File: src/rtl/mlu_pkg.sv
package mlu_pkg;
  typedef enum logic {ENDIAN_LITTLE = 1'b0, ENDIAN_BIG = 1'b1} endian_e;
  localparam int unsigned MLU_BYTE_W = 8;
endpackage

File: src/rtl/mlu_mode_latch.sv
module mlu_mode_latch
  import mlu_pkg::*;
(
  input  logic    clk,
  input  logic    rst_n,
  input  logic    strap_big,
  output endian_e mode
);
  endian_e mode_q;

  // Loaded only while reset is held; frozen afterwards.
  always_ff @(posedge clk) begin
    if (!rst_n) mode_q <= strap_big ? ENDIAN_BIG : ENDIAN_LITTLE;
  end

  assign mode = mode_q;
endmodule

File: src/rtl/mlu_store_steer.sv
module mlu_store_steer
  import mlu_pkg::*;
#(
  parameter int unsigned DATA_W = 32,
  localparam int unsigned LANES = DATA_W / MLU_BYTE_W,
  localparam int unsigned OFF_W = $clog2(LANES)
) (
  input  endian_e           mode,
  input  logic              wr_en,
  input  logic              is_byte,
  input  logic [OFF_W-1:0]  offset,
  input  logic [DATA_W-1:0] wdata,
  output logic [LANES-1:0]  we,
  output logic [DATA_W-1:0] wdata_out,
  output logic [OFF_W-1:0]  lane_sel
);
  // Byte offset to physical lane under the given byte order.
  function automatic logic [OFF_W-1:0] phys_lane(endian_e m, logic [OFF_W-1:0] off);
    return (m == ENDIAN_BIG) ? (OFF_W'(LANES - 1) - off) : off;
  endfunction

  assign lane_sel = phys_lane(mode, offset);

  for (genvar i = 0; i < LANES; i++) begin : g_lane
    assign we[i] = wr_en & (~is_byte | (lane_sel == OFF_W'(i)));
    assign wdata_out[i*MLU_BYTE_W +: MLU_BYTE_W] =
      is_byte ? wdata[MLU_BYTE_W-1:0] : wdata[i*MLU_BYTE_W +: MLU_BYTE_W];
  end
endmodule

File: src/rtl/mlu_load_path.sv
module mlu_load_path
  import mlu_pkg::*;
#(
  parameter int unsigned DATA_W = 32,
  localparam int unsigned LANES = DATA_W / MLU_BYTE_W,
  localparam int unsigned OFF_W = $clog2(LANES)
) (
  input  logic              clk,
  input  logic              rst_n,
  input  logic              rd_en,
  input  logic              is_byte,
  input  logic [OFF_W-1:0]  lane_sel,
  input  logic [DATA_W-1:0] rdata,
  output logic              ld_valid,
  output logic [DATA_W-1:0] ld_data
);
  function automatic logic [DATA_W-1:0] pick_lane(logic [DATA_W-1:0] word,
                                                  logic [OFF_W-1:0] lane);
    logic [MLU_BYTE_W-1:0] b;
    b = word[int'(lane)*MLU_BYTE_W +: MLU_BYTE_W];
    return DATA_W'(b);
  endfunction

  always_ff @(posedge clk) begin
    if (!rst_n) begin
      ld_valid <= 1'b0;
      ld_data  <= '0;
    end else begin
      ld_valid <= rd_en;
      if (rd_en) ld_data <= is_byte ? pick_lane(rdata, lane_sel) : rdata;
    end
  end
endmodule

File: src/rtl/mlu_fetch_seq.sv
module mlu_fetch_seq #(
  parameter int unsigned ADDR_W   = 32,
  parameter logic [ADDR_W-1:0] RESET_PC = 32'h0000_0100,
  parameter int unsigned STEP     = 4
) (
  input  logic              clk,
  input  logic              rst_n,
  input  logic              adv,
  input  logic              branch,
  input  logic [ADDR_W-1:0] target,
  output logic [ADDR_W-1:0] pc
);
  function automatic logic [ADDR_W-1:0] next_seq(logic [ADDR_W-1:0] cur);
    return cur + ADDR_W'(STEP);
  endfunction

  logic [ADDR_W-1:0] pc_q;

  always_ff @(posedge clk) begin
    if (!rst_n)      pc_q <= RESET_PC;
    else if (branch) pc_q <= target;
    else if (adv)    pc_q <= next_seq(pc_q);
  end

  assign pc = pc_q;
endmodule

File: src/rtl/mem_lane_unit.sv
module mem_lane_unit
  import mlu_pkg::*;
#(
  parameter int unsigned DATA_W   = 32,
  parameter int unsigned ADDR_W   = 32,
  parameter logic [ADDR_W-1:0] RESET_PC = 32'h0000_0100,
  localparam int unsigned LANES   = DATA_W / MLU_BYTE_W,
  localparam int unsigned OFF_W   = $clog2(LANES)
) (
  input  logic              clk,
  input  logic              rst_n,
  input  logic              strap_big,
  input  logic              req_valid,
  input  logic              req_write,
  input  logic              req_byte,
  input  logic [ADDR_W-1:0] req_addr,
  input  logic [DATA_W-1:0] req_wdata,
  input  logic [DATA_W-1:0] mem_rdata,
  output logic [ADDR_W-1:0] mem_addr,
  output logic [LANES-1:0]  mem_we,
  output logic [DATA_W-1:0] mem_wdata,
  output logic              ld_valid,
  output logic [DATA_W-1:0] ld_data,
  output logic              align_err,
  output logic              big_mode,
  input  logic              fetch_adv,
  input  logic              fetch_branch,
  input  logic [ADDR_W-1:0] fetch_target,
  output logic [ADDR_W-1:0] fetch_pc
);
  endian_e          mode;
  logic             wr_evt;
  logic             rd_evt;
  logic [OFF_W-1:0] byte_off;
  logic [OFF_W-1:0] lane_sel;

  assign wr_evt    = req_valid & req_write;
  assign rd_evt    = req_valid & ~req_write;
  assign byte_off  = req_addr[OFF_W-1:0];
  assign mem_addr  = {req_addr[ADDR_W-1:OFF_W], {OFF_W{1'b0}}};
  assign align_err = req_valid & ~req_byte & (|byte_off);
  assign big_mode  = (mode == ENDIAN_BIG);

  mlu_mode_latch u_mode (
    .clk(clk), .rst_n(rst_n), .strap_big(strap_big), .mode(mode)
  );

  mlu_store_steer #(.DATA_W(DATA_W)) u_steer (
    .mode(mode), .wr_en(wr_evt), .is_byte(req_byte), .offset(byte_off),
    .wdata(req_wdata), .we(mem_we), .wdata_out(mem_wdata), .lane_sel(lane_sel)
  );

  mlu_load_path #(.DATA_W(DATA_W)) u_load (
    .clk(clk), .rst_n(rst_n), .rd_en(rd_evt), .is_byte(req_byte),
    .lane_sel(lane_sel), .rdata(mem_rdata), .ld_valid(ld_valid), .ld_data(ld_data)
  );

  mlu_fetch_seq #(.ADDR_W(ADDR_W), .RESET_PC(RESET_PC)) u_fetch (
    .clk(clk), .rst_n(rst_n), .adv(fetch_adv), .branch(fetch_branch),
    .target(fetch_target), .pc(fetch_pc)
  );
endmodule

File: config.mk
export PLATFORM = sky130hd
export DESIGN_NAME = mem_lane_unit
export DESIGN_NICKNAME = d
export VERILOG_FILES = /design/src/rtl/mlu_pkg.sv /design/src/rtl/mlu_mode_latch.sv /design/src/rtl/mlu_store_steer.sv /design/src/rtl/mlu_load_path.sv /design/src/rtl/mlu_fetch_seq.sv /design/src/rtl/mem_lane_unit.sv
export SDC_FILE = /design/constraint.sdc
export NUM_CORES = 1
export LEC_CHECK = 0
export ABC_AREA = 1
export ABC_CLOCK_PERIOD_IN_PS = 3700
export BUFFER_PORTS_ARGS = -buffer_cell sky130_fd_sc_hd__buf_2
export CAP_MARGIN = 10
export CORE_AREA = 2 2 104 106
export DETAILED_ROUTE_END_ITERATION = 8
export DIE_AREA = 0 0 106 108
export PLACE_DENSITY = 0.76
export RECOVER_POWER = 25
export SYNTH_ARGS = -nofsm -noshare
export SYNTH_HDL_FRONTEND = slang
export SYNTH_SLANG_ARGS = --single-unit
File: constraint.sdc
create_clock -name clk -period 3.7 [get_ports clk]
set_clock_uncertainty 0.1 [all_clocks]
set_input_delay 0.37 -clock clk [delete_from_list [all_inputs] [get_ports clk]]
set_output_delay 0.37 -clock clk [all_outputs]
set_load 0.005 [all_outputs]
# Word-level counts from Yosys, hierarchy flattened

Cells that the tools add are included.

Add/sub/neg operators: 2
Reduce and logical (&&, ||, !) cells: 3
Bitwise logic cells: 14
Eq/ne operators: 3
Multiplexer cells: 8
Shift operators: 1

Operator list:

| cell                                          | count |
|---|---|
| two-way mux 32 bit                            | 3 |
| adder 32 x 3 -> 32 bit, second input constant | 1 |
| variable part select 32 x 6 -> 8 bit          | 1 |
| two-way mux 8 bit                             | 3 |
| AND 1 bit                                     | 8 |
| == test 2 bit, second input constant          | 2 |
| OR 1 bit                                      | 4 |
| == test 2 x 1 -> 1 bit, second input constant | 1 |
| logical NOT 2 bit                             | 1 |
| two-way mux 2 bit                             | 1 |
| NOT 1 bit                                     | 2 |
| nonzero test 2 bit                            | 1 |
| OR reduction 2 bit                            | 1 |
| subtractor 2 bit, first input constant        | 1 |
| two-way mux 1 bit                             | 1 |

Word-level logic and storage cells: 35
Flip-flop bits (word level): 66
Bits of input ports: 136

# Longest topological paths before layout

Depth after elaboration: 5
Mapped depth: 9

# Modules after synthesis

A second synthesis with hierarchy kept.

Cells, all modules: 691
Area total of the unflattened synthesis: 4,538.1 um^2

Modules (own cells, without submodules):

| module          | area each (um^2) | times used | cells each |
|---|---|---|---|
| mlu_fetch_seq   | 2,158.3          | 1          | 331 |
| mlu_load_path   | 1,626.6          | 1          | 225 |
| mlu_store_steer | 445.4            | 1          | 92 |
| mem_lane_unit   | 274.0            | 1          | 41 |
| mlu_mode_latch  | 33.8             | 1          | 2 |

# Worst setup path before layout

No wires, ideal clock.

Path type: register to output
Start point: reg u_mode.mode_q, in the netlist u_mode.mode
End point: out mem_we[0]
Arrival: 1.243 ns
Data required time: 3.230 ns
Stages on the path, launching flop included: 6
Setup slack: 1.987 ns
Path buffers: 0
Path through: edfxtp_1 > xnor2_2 > inv_1 > o21ai_2 > inv_1 > nor2_1

Cells in the longest elaborated chain, start to end: 4

Ends and longest elaborated chain:

| item                   | RTL line              | source |
|---|---|---|
| start, declared        | mlu_mode_latch.sv:9   | `endian_e mode_q;` |
| start signal, assigned | mlu_mode_latch.sv:13  | `if (!rst_n) mode_q <= strap_big ? ENDIAN_BIG : ENDIAN_LITTLE;` |
| two-way mux 2 bit      | mlu_store_steer.sv:19 | `return (m == ENDIAN_BIG) ? (OFF_W'(LANES - 1) - off) : off;` |
| logical NOT 2 bit      | mlu_store_steer.sv:25 | `assign we[i] = wr_en & (~is_byte \| (lane_sel == OFF_W'(i)));` |
| OR 1 bit               | mlu_store_steer.sv:25 |  |
| AND 1 bit              | mlu_store_steer.sv:25 |  |
| end, declared          | mem_lane_unit.sv:20   | `output logic [LANES-1:0] mem_we,` |

Every way passes these cells.

# Final worst setup path

Start point: reg u_mode.mode_q, in the netlist u_mode.mode
End point: out mem_we[1]

Cells in the longest elaborated chain, start to end: 4

Ends and longest elaborated chain:

| item                   | RTL line |
|---|---|
| two-way mux 2 bit      | mlu_store_steer.sv:19 |
| == test 2 x 1 -> 1 bit | mlu_store_steer.sv:25 |
| OR 1 bit               | mlu_store_steer.sv:25 |
| AND 1 bit              | mlu_store_steer.sv:25 |

Every way passes these cells.

==> results.md <==
- Post-placement cell area: slightly below 5000 um^2
- Crit-path max FO: 9
- Fin area: ~5100 um^2
- CP Capture Type: primary output
- Sequential area share after synthesis: roughly 33%
- Synthesis-to-finish area growth: 26.0%
- Gr usage total: a little under a quarter
- CTS Hold Buffers Added: 0
- Fmax: 429 MHz
- Total CTS buffers: 9
- EDFF count, synth: 1
- Rows: 37
- Post-route ant nets: 0
- Wire per inst: ~15 um
- Root Driver: clkbuf_8
- Synth Cell Area: around 4000 um^2
- RSZ-0062 raised after global routing: false
- Fin crit share: 63.0%
- Synth area leaders: dfxtp_1, nand2_1, a21oi_1
- Setup TNS: 0 ns
- Max-Cap Viols: 0
- CTS max path bufs: 2
- Synth area leader: dfxtp_1
- Outcome: finished clean
- Synth top cells by count: nand2_1, a21oi_1, dfxtp_1, nand3_1, nor2_1
- Finished Layout Cells: slightly above 900
- Initial Util: 39.4%
- Hold Crit Class: in2reg
- Slew @ Worst Pin: around 1.0 ns
- Top sig layer: met4
- Synth top area share: 32.3%
- Core Area: just over 10000 um^2
- Number of DRC markers in iteration 0: about 320
- Worst-Skew Late Latency: 0.33 ns
- Hold slack final: ~0.11 ns
- Die X: 106 um
- Post-Place Cells: between 900 and 1000
- Number of global-route vias before repair: between 4000 and 5000
- Synth Instances: 623
- Largest net degree at the start of global routing: 36
- Relative slew slack: between 30% and 40%
- Remaining DRCs: 0
- First-pass GRT wire length: ~21000 um
- Yosys warnings: 0
- VDD IR max: about 0.19 mV
- Flop2flop setup slack: between 1.5 and 2 ns
- Reg2reg path depth: 7
- Most frequent cell after synthesis: nand2_1
- TritonCTS clock tree: done
- Setup Buffers After CTS: 0
- Fin worst setup slack: 1.37 ns
- FILL cells: approximately 1100
- Synth Flop Type: dfxtp_1
- Final Max Tran Viols: 0
- Initial antenna violation count: 0
- PortBufs: about 210
- Die Ht: between 100 and 150 um
- Total wire length: 13800 um
- Vias: roughly 4700
- CP Class: reg2out
- Clock Sinks: 66
- Total grt overflow: 0
- Met1 wire length: ~6300 um
- Leakage: 2.48 nW
- Setup WS pre-CTS: about 1.4 ns
- N_diodes: 0
- Startpoint Class: flip-flop
- Post-DP HPWL: roughly 11000 um
- Met3 WL: 1170 um
- Layout cells sized above 1: a little under a third
- DR vias/cell: roughly 5.1
- Setup violations, final: 0
- Met2 wire len: just over 6000 um
- IO Pins: between 200 and 300
- Worst EP arrival: 1.86 ns
- Htree depth: 3
- Final hold violation count: 0
- PD cells: 360 nW/um^2
- WP data required: roughly 3.2 ns
- Syn avg cell area: 6.47 um^2
- Post-cts sizing count: 0
- Die area: 11400 um^2
- Synthesized flop and latch total: between 60 and 70
- Fin crit period: approximately 2.3 ns
- Final net count: a little over 900
- Worst hold stages: 1
- Clock Pin Slew Worst Setup and Hold Paths: approximately 0.07 ns
- GPL Wtd Cong: between 0.9 and 1
- Asr flop ratio synth: 0%
- Pre-antenna DRT Iters: 5
- Synth cell types: 28
-- cell families after synthesis --
logic type	Yosys count	share of synthesized area (%)
flip-flops	66	33.0
other	1	0.0930
AND/OR/NAND/NOR	325	34.1
XOR/XNOR	16	3.66
AO/OA/AOI/OAI	109	15.1
adder cells (fa/ha/maj)	1	0.310
buffers and inverters	105	13.7
-- routing by layer --
layer	track usage, %	vias to the layer above
li1	-	2297
met1	32.8	2117
met2	38.0	220
met3	4.10	28
met4	7.61	0
met5	0	-
-- per-stage QoR --
step                total power, mW  utilization, %
floorplan                      1.00               -
global placement               1.14            47.5
detailed placement             1.15            47.5
CTS                            1.84            49.7
global route                   1.92            49.7
finish                         1.83            49.7
-- critical path, stage by stage, from the launching register on --
cell	delay, ns
edfxtp_1	0.50
xnor2_2	0.27
inv_1	0.11
nor2_2	0.37
nor2_1	0.08
nor2_1	0.09
buf_2	0.12
-- power breakdown --
group          switching, mW  leakage (nW)  total [mW]  internal [mW]
Sequential            0.0385         0.543       0.788          0.749
Combinational          0.200          1.82       0.345          0.145
Clock                  0.281         0.117       0.698          0.417
-- final timing paths --
| check | startpoint | endpoint |
|---|---|---|
| worst max-delay path | u_mode.mode$_DFFE_PN_ | mem_we[1] |
| worst max register to register | u_mode.mode$_DFFE_PN_ | u_load.ld_data[2]$_SDFFE_PN0P_ |
| worst min register to register | u_load.ld_data[10]$_SDFFE_PN0P_ | u_load.ld_data[10]$_SDFFE_PN0P_ |
| worst min-delay path | strap_big | u_mode.mode$_DFFE_PN_ |
-- area by class of cell --
type	instances	area (um^2)	share of cell area, %
tap	136	170	3.35
clock inverter	4	73.8	1.45
sequential	66	1330	26.2
clock buffer	12	155	3.05
inverter	36	135	2.66
multi-input combinational	453	2150	42.4
timing repair buffer	212	1060	20.9
-- cell usage in the layout (no fill, tap or decap), drive strengths merged, types with 13 or more instances in the layout --
cell and n:
dfxtp 65, nand3 64, a21oi 67, clkbuf 19, xor2 13, nor2 55, a22oi 20, o21ai 18
inv 35, nand2 199, buf 205
-- registers in the layout, summed over array words and instances, names as in the netlist --
register and cells:
u_load.ld_valid 1, u_mode.mode 1, u_fetch.pc 32, u_load.ld_data 32
(Power assumes the default switching activity.)
